### src/rtl/dbuf_serial_tx_pkg.sv
package dbuf_serial_tx_pkg;
  typedef enum logic [1:0] {
    ST_IDLE  = 2'd0,
    ST_ARMED = 2'd1,
    ST_SEND  = 2'd2
  } tx_state_e;
endpackage

### src/rtl/tx_hold_buf.sv
module tx_hold_buf #(
  parameter int DATA_W = 8
) (
  input  logic              clk,
  input  logic              rst_n,
  input  logic              active,
  input  logic              ninth_wr,
  input  logic              ninth_val,
  input  logic              wr_valid,
  input  logic [DATA_W-1:0] wr_data,
  input  logic              take,
  output logic              wr_ready,
  output logic              full,
  output logic [DATA_W:0]   word
);
  logic ninth_q;
  logic accept;

  assign wr_ready = active && !full;
  assign accept   = wr_valid && wr_ready;

  // ninth-bit register keeps its value across enables
  always_ff @(posedge clk) begin
    if (!rst_n)        ninth_q <= 1'b0;
    else if (ninth_wr) ninth_q <= ninth_val;
  end

  always_ff @(posedge clk) begin
    if (!rst_n || !active) begin
      full <= 1'b0;
      word <= '0;
    end else if (accept) begin
      full <= 1'b1;
      word <= {ninth_q, wr_data};
    end else if (take) begin
      full <= 1'b0;
    end
  end
endmodule

### src/rtl/tx_frame_shift.sv
module tx_frame_shift
  import dbuf_serial_tx_pkg::*;
#(
  parameter int DATA_W = 8
) (
  input  logic            clk,
  input  logic            rst_n,
  input  logic            active,
  input  logic            tick,
  input  logic            nine_mode,
  input  logic            ld_valid,
  input  logic [DATA_W:0] ld_word,
  output logic            ld_take,
  output logic            line,
  output logic            idle
);
  localparam int FW = DATA_W + 3;
  localparam int RW = $clog2(FW + 1);

  tx_state_e         state;
  logic [FW-1:0]     sh;
  logic [RW-1:0]     rem;
  logic [FW-1:0]     frame;
  logic [RW-1:0]     nb;
  logic              last;

  always_comb begin
    frame              = '1;
    frame[0]           = 1'b0;
    frame[DATA_W:1]    = ld_word[DATA_W-1:0];
    if (nine_mode) frame[DATA_W+1] = ld_word[DATA_W];
    nb = nine_mode ? RW'(DATA_W + 3) : RW'(DATA_W + 2);
  end

  assign last    = (state == ST_SEND) && tick && (rem == RW'(1));
  assign ld_take = active && ld_valid && ((state == ST_IDLE) || last);
  assign line    = (state == ST_SEND) ? sh[0] : 1'b1;
  assign idle    = (state == ST_IDLE);

  always_ff @(posedge clk) begin
    if (!rst_n || !active) begin
      state <= ST_IDLE;
      sh    <= '1;
      rem   <= '0;
    end else if (ld_take) begin
      sh    <= frame;
      rem   <= nb;
      state <= (state == ST_IDLE) ? ST_ARMED : ST_SEND;
    end else begin
      case (state)
        ST_ARMED: if (tick) state <= ST_SEND;
        ST_SEND: if (tick) begin
          if (last) state <= ST_IDLE;
          else begin
            sh  <= {1'b1, sh[FW-1:1]};
            rem <= rem - RW'(1);
          end
        end
        default: ;
      endcase
    end
  end
endmodule

### src/rtl/dbuf_serial_tx.sv
module dbuf_serial_tx #(
  parameter int DATA_W = 8
) (
  input  logic              clk,
  input  logic              rst_n,
  input  logic              port_en,
  input  logic              tx_en,
  input  logic              nine_mode,
  input  logic              tick,
  input  logic              ninth_wr,
  input  logic              ninth_val,
  input  logic              wr_valid,
  output logic              wr_ready,
  input  logic [DATA_W-1:0] wr_data,
  output logic              txd,
  output logic              buf_empty_irq,
  output logic              shift_empty
);
  logic            active;
  logic            full;
  logic            take;
  logic            line;
  logic            idle;
  logic [DATA_W:0] word;

  assign active = port_en && tx_en;

  tx_hold_buf #(.DATA_W(DATA_W)) u_hold (
    .clk       (clk),
    .rst_n     (rst_n),
    .active    (active),
    .ninth_wr  (ninth_wr),
    .ninth_val (ninth_val),
    .wr_valid  (wr_valid),
    .wr_data   (wr_data),
    .take      (take),
    .wr_ready  (wr_ready),
    .full      (full),
    .word      (word)
  );

  tx_frame_shift #(.DATA_W(DATA_W)) u_shift (
    .clk       (clk),
    .rst_n     (rst_n),
    .active    (active),
    .tick      (tick),
    .nine_mode (nine_mode),
    .ld_valid  (full),
    .ld_word   (word),
    .ld_take   (take),
    .line      (line),
    .idle      (idle)
  );

  assign buf_empty_irq = active && !full;
  assign shift_empty   = !active || idle;
  assign txd           = !active || line;
endmodule

### config.mk
export PLATFORM = sky130hd
export DESIGN_NAME = dbuf_serial_tx
export DESIGN_NICKNAME = d
export VERILOG_FILES = /design/src/rtl/dbuf_serial_tx_pkg.sv /design/src/rtl/tx_hold_buf.sv /design/src/rtl/tx_frame_shift.sv /design/src/rtl/dbuf_serial_tx.sv
export SDC_FILE = /design/constraint.sdc
export NUM_CORES = 1
export LEC_CHECK = 0
export ABC_AREA = 1
export BUFFER_PORTS_ARGS = -buffer_cell sky130_fd_sc_hd__buf_2
export CAP_MARGIN = 25
export CORE_ASPECT_RATIO = 1.4
export CORE_MARGIN = 2
export CORE_UTILIZATION = 55
export DETAILED_ROUTE_END_ITERATION = 10
export PLACE_DENSITY = 0.77
export SYNTH_ARGS = -nofsm -noshare
export SYNTH_HDL_FRONTEND = slang
export SYNTH_HIERARCHICAL = 1
export SYNTH_SLANG_ARGS = --single-unit
### constraint.sdc
create_clock -name clk -period 2.17 [get_ports clk]
set_input_delay 0.651 -clock clk [delete_from_list [all_inputs] [get_ports clk]]
set_output_delay 0.651 -clock clk [all_outputs]
set_load 0.02 [all_outputs]
### Word-level counts from Yosys, hierarchy flattened

Index checks and enable logic that the tools add are counted.

* logic and storage cells: 54
* input port bits: 17
* register bits after elaboration: 27

* mux-type cells: 19
* equal/unequal tests: 7
* add/subtract/negate cells: 1
* reduce and logical (&&, ||, !) cells: 21

Operators by type and width (number)
* 2-to-1 mux 10 bit: 4
* 2-to-1 mux 4 bit: 4
* 2-to-1 mux 2 bit: 5
* logical AND 1 bit: 7
* != test 3 bit, second input constant: 2
* nonzero test 2 bit: 3
* 2-to-1 mux 1 bit: 5
* == test 4 x 1 -> 1 bit, second input constant: 1
* logical OR 1 bit: 4
* one-hot mux 2 bit (2 select lines): 1
* AND reduction 4 bit: 1
* subtractor 4 x 1 -> 4 bit, second input constant: 1
* zero test 1 bit: 3
* != test 3 x 2 -> 1 bit, second input constant: 1
* AND reduction 3 bit: 1
* nonzero test 3 bit: 1
* == test 2 x 1 -> 1 bit, second input constant: 1
* == test 2 bit, second input constant: 1
* zero test 2 bit: 1
* != test 2 bit, second input constant: 1

### Longest topological paths before layout

* word-level depth: 7
* mapped depth: 10

### By module

The synthesis kept the hierarchy.

By module, submodules not included
* tx_frame_shift: seq. area each 320.3 µm², times used 1, area each 894.6 µm², cells each 132
* tx_hold_buf: seq. area each 220.2 µm², times used 1, area each 465.4 µm², cells each 68
* dbuf_serial_tx: seq. area each 0.0 µm², times used 1, area each 31.3 µm², cells each 7

### Least setup slack after synthesis

OpenSTA, ideal clock, no wires.

* path type: input port to output port
* from: input port_en
* to: output wr_ready
* cell stages on the path: 4
* data required time: 1519 ps
* slack: 331 ps
* arrival time: 1188 ps
* cell sequence: nand2_1 inv_1 inv_1 nor2_1

* longest elaborated chain between the ends: 2

Ends and longest elaborated chain
* start, declared: RTL line dbuf_serial_tx.sv:6 `input logic port_en,`
* logical AND 1 bit: RTL line dbuf_serial_tx.sv:26 `assign active = port_en && tx_en;`
* named net active: RTL line dbuf_serial_tx.sv:19 `logic active;`
* logical AND 1 bit: RTL line tx_hold_buf.sv:19 `assign wr_ready = active && !full;`
* end, declared: RTL line dbuf_serial_tx.sv:13 `output logic wr_ready,`

The timed path passes the listed nets, and every way through them passes these cells.

### Worst setup path after layout

* from: register u_shift.state[0]
* to: output txd

* longest elaborated chain between the ends: 3

Ends and longest elaborated chain
* start, declared: RTL line tx_frame_shift.sv:20 `tx_state_e state;`
* start signal, assigned: RTL line tx_frame_shift.sv:48 `state <= (state == ST_IDLE) ? ST_ARMED : ST_SEND;`
* == test 2 bit: RTL line tx_frame_shift.sv:37 `assign line = (state == ST_SEND) ? sh[0] : 1'b1;`
* 2-to-1 mux 1 bit: RTL line tx_frame_shift.sv:37
* named net line: RTL line dbuf_serial_tx.sv:22 `logic line;`
* logical OR 1 bit: RTL line dbuf_serial_tx.sv:57 `assign txd = !active || line;`
* end, declared: RTL line dbuf_serial_tx.sv:15 `output logic txd,`

The timed path passes the listed nets, and every way through them passes these cells.

==> results.sh <==
export IMPL_numClockSinks=27
export IMPL_synth_top_cell_area_share=0.388
export IMPL_pwr_share_seq=0.657
export IMPL_synth_distinct_cells=25
export IMPL_ys_warn_count=6
export IMPL_synth_seq_cells=27
export IMPL_p_int_mw=0.592
export IMPL_avgSynthCellArea_um2=6.72
export IMPL_synth_fp_nets=226
export IMPL_required_ps=1520
export IMPL_dr_total_vias=1262
export IMPL_synthToLayoutAreaGrowth_pct=8.90
export IMPL_grt_pass1_vias=1131
export IMPL_finalHoldViolCount=0
export IMPL_via_per_inst=4.84
export IMPL_die_w_um=46.5
export IMPL_firstDrtPassIters=4
export IMPL_initial_core_util=0.582
export IMPL_io_buffers=20
export IMPL_start_kind="flop"
export IMPL_endpoint_kind="output pin"
export IMPL_antenna_found_initial=0
export IMPL_clock_latency_ps=310
export IMPL_synth_most_common_cell="nand2_1"
export IMPL_grt_first_pass_wirelength_um=4530
export IMPL_p_leak_nw=0.797
export IMPL_outcome="finished, final reports clean"
export IMPL_worst_setup_path_type="flop to output pin"
export IMPL_wl_per_cell_um=10.3
export IMPL_p_per_area_mw_per_mm2=503
export IMPL_yosys_area_top_type="dfxtp_1"
export IMPL_synthCells=207
export IMPL_dpl_instance_area_mm2=0.00149
export IMPL_root_buffer="clkbuf_4"
export IMPL_gp_congestion=0.816
export IMPL_fin_area_mm2=0.00152
export IMPL_cts_max_level=1
export IMPL_clockPowerShare=0.271
export IMPL_power_mw=0.762
export IMPL_ir_drop_mv=0.383
export IMPL_routed_wl_um=2690
export IMPL_setup_viol=0
export IMPL_max_slew_margin=0.620
export IMPL_fillers=233
export IMPL_clk_pin_slew_ps=130
export IMPL_first_iter_violations=57
export IMPL_drv_cap=0
export IMPL_p_switching_mw=0.170
export IMPL_share_comb_of_total_power=0.071
export IMPL_cts_buffer_depth=2
export IMPL_skew_ps=5.00
export IMPL_ios=21
export IMPL_grt_max_degree=20
export IMPL_synth_commonest_cells="67 x nand2_1, 30 x inv_1, 27 x dfxtp_1, 23 x nor2_1"
export IMPL_grt_remaining_overflow=0
export IMPL_seq_area_frac_synth=0.388
export IMPL_drc=0
export IMPL_die_h_um=63.5
export IMPL_detail_route_antenna_nets=0
export IMPL_hp_class="flop to flop"
export IMPL_layout_nets=247
export IMPL_min_period_ps=2010
export IMPL_grt_usage=0.200
export IMPL_cts_tree="done"
export IMPL_period_share=0.926
export IMPL_worst_pin_slew_ps=566
export IMPL_synth_main_ff_cell="dfxtp_1"
export IMPL_rows=21
export IMPL_netlist_area_mm2=0.00139
export IMPL_fin_util=0.634
export IMPL_synth_edff_count=0
export IMPL_drive_above_1_share=0.189
export IMPL_cts_buffers=3
export IMPL_rsz0062_at_grt="false"
export IMPL_ys_async_sr_fraction=0
export IMPL_setup_tns_ps=0
export IMPL_fmax_mhz=498
export IMPL_finalMaxSlewViolations=0
export IMPL_critPathArrivalTime_ps=1360
export IMPL_n_antenna_cell=0
export IMPL_p_sw_frac=0.223
export IMPL_ys_top_cells_by_area="dfxtp_1 39%, nand2_1 18%, inv_1 8.1%"
export IMPL_crit_fanout=4
export IMPL_dp_hpwl_um=2050
export IMPL_core_area_mm2=0.00239
export IMPL_holdWs_ps=465
export IMPL_die_area_mm2=0.00295
stage by stage:
step	instances	setup WS [ps]
floorplan	207	331
global placement	257	265
detailed placement	257	237
CTS	261	79.7
global route	261	71.9
finish	261	161
placed cells by master (no fill, tap or decap):
cell type and n:
clkinv_1 1, nand3_2 1, ha_1 2, clkbuf_4 3
o21ai_0 6, nor2_1 23, nand3b_1 1, nand2_4 3
dfxtp_2 1, nor2_4 1, or2_2 2, o21ai_1 2
inv_2 3, nor2_2 4, nand3_4 1, nand2_2 2
a21oi_2 2, nand3_1 11, clkbuf_1 1, inv_1 30
a21oi_1 11, nand4_1 1, dfxtp_1 26, nand2_1 67
nor3_1 2, buf_2 20
worst max-delay path, cell delays in order, from the launching register on:
cell and delay (ps):
dfxtp_1 380, inv_2 80, nand2_1 60, or2_2 270
inv_1 60, nand3_1 50, buf_2 150
power groups by stage:
stage	combinational, mW	sequential (mW)	clock [mW]
after floorplan	0.0323	0.512	0
after global routing	0.0613	0.502	0.229
final	0.0544	0.501	0.207
after global placement	0.0521	0.512	0
after CTS	0.0548	0.501	0.214
after detailed placement	0.0543	0.512	0
logic make-up after synthesis:
group / count (synthesis) / synth area share
AO/OA/AOI/OAI: 21 / 0.0809
adder cells (fa/ha/maj): 2 / 0.0180
buffers and inverters: 38 / 0.125
flip-flops: 27 / 0.388
AND/OR/NAND/NOR: 119 / 0.388
per-layer routing:
layer | share of wire | up-vias | GRT usage
met5 | 0 | - | 0
met4 | 0.0082 | 0 | 0.0643
met3 | 0.022 | 2 | 0.0172
met2 | 0.55 | 20 | 0.361
met1 | 0.42 | 572 | 0.233
li1 | - | 668 | -
state kept, by name, summed over array words and instances (netlist names):
signal,flops
u_shift/sh,10
u_hold/word,9
u_shift/rem,4
u_shift/state,2
u_hold/full,1
u_hold/ninth_q,1
final timing paths:
kind	start	end	slack [ps]	cells after the start
setup reg to reg	u_shift/rem[1]	u_shift/sh[1]	520	8
setup / recovery	u_shift/state[0]	txd	160	6
hold reg to reg	u_shift/sh[6]	u_shift/sh[6]	460	2
hold / removal	u_shift/sh[6]	u_shift/sh[6]	460	2
repair_timing:
item,CTS,global route
endpoints found under the setup margin,0,1
gates resized for setup,0,1
hold buffers,0,0
buffers inserted,0,0
cell type report:
type | count | area, µm² | share of cell area
Multi-Input combinational cell | 142 | 677 | 0.447
Sequential cell | 27 | 542 | 0.358
Inverter | 34 | 128 | 0.0842
Timing Repair Buffer | 20 | 100 | 0.0661
Tap cell | 34 | 42.5 | 0.0281
Clock buffer | 4 | 26.3 | 0.0173
No activity file was read; power rests on OpenSTA's default activity.
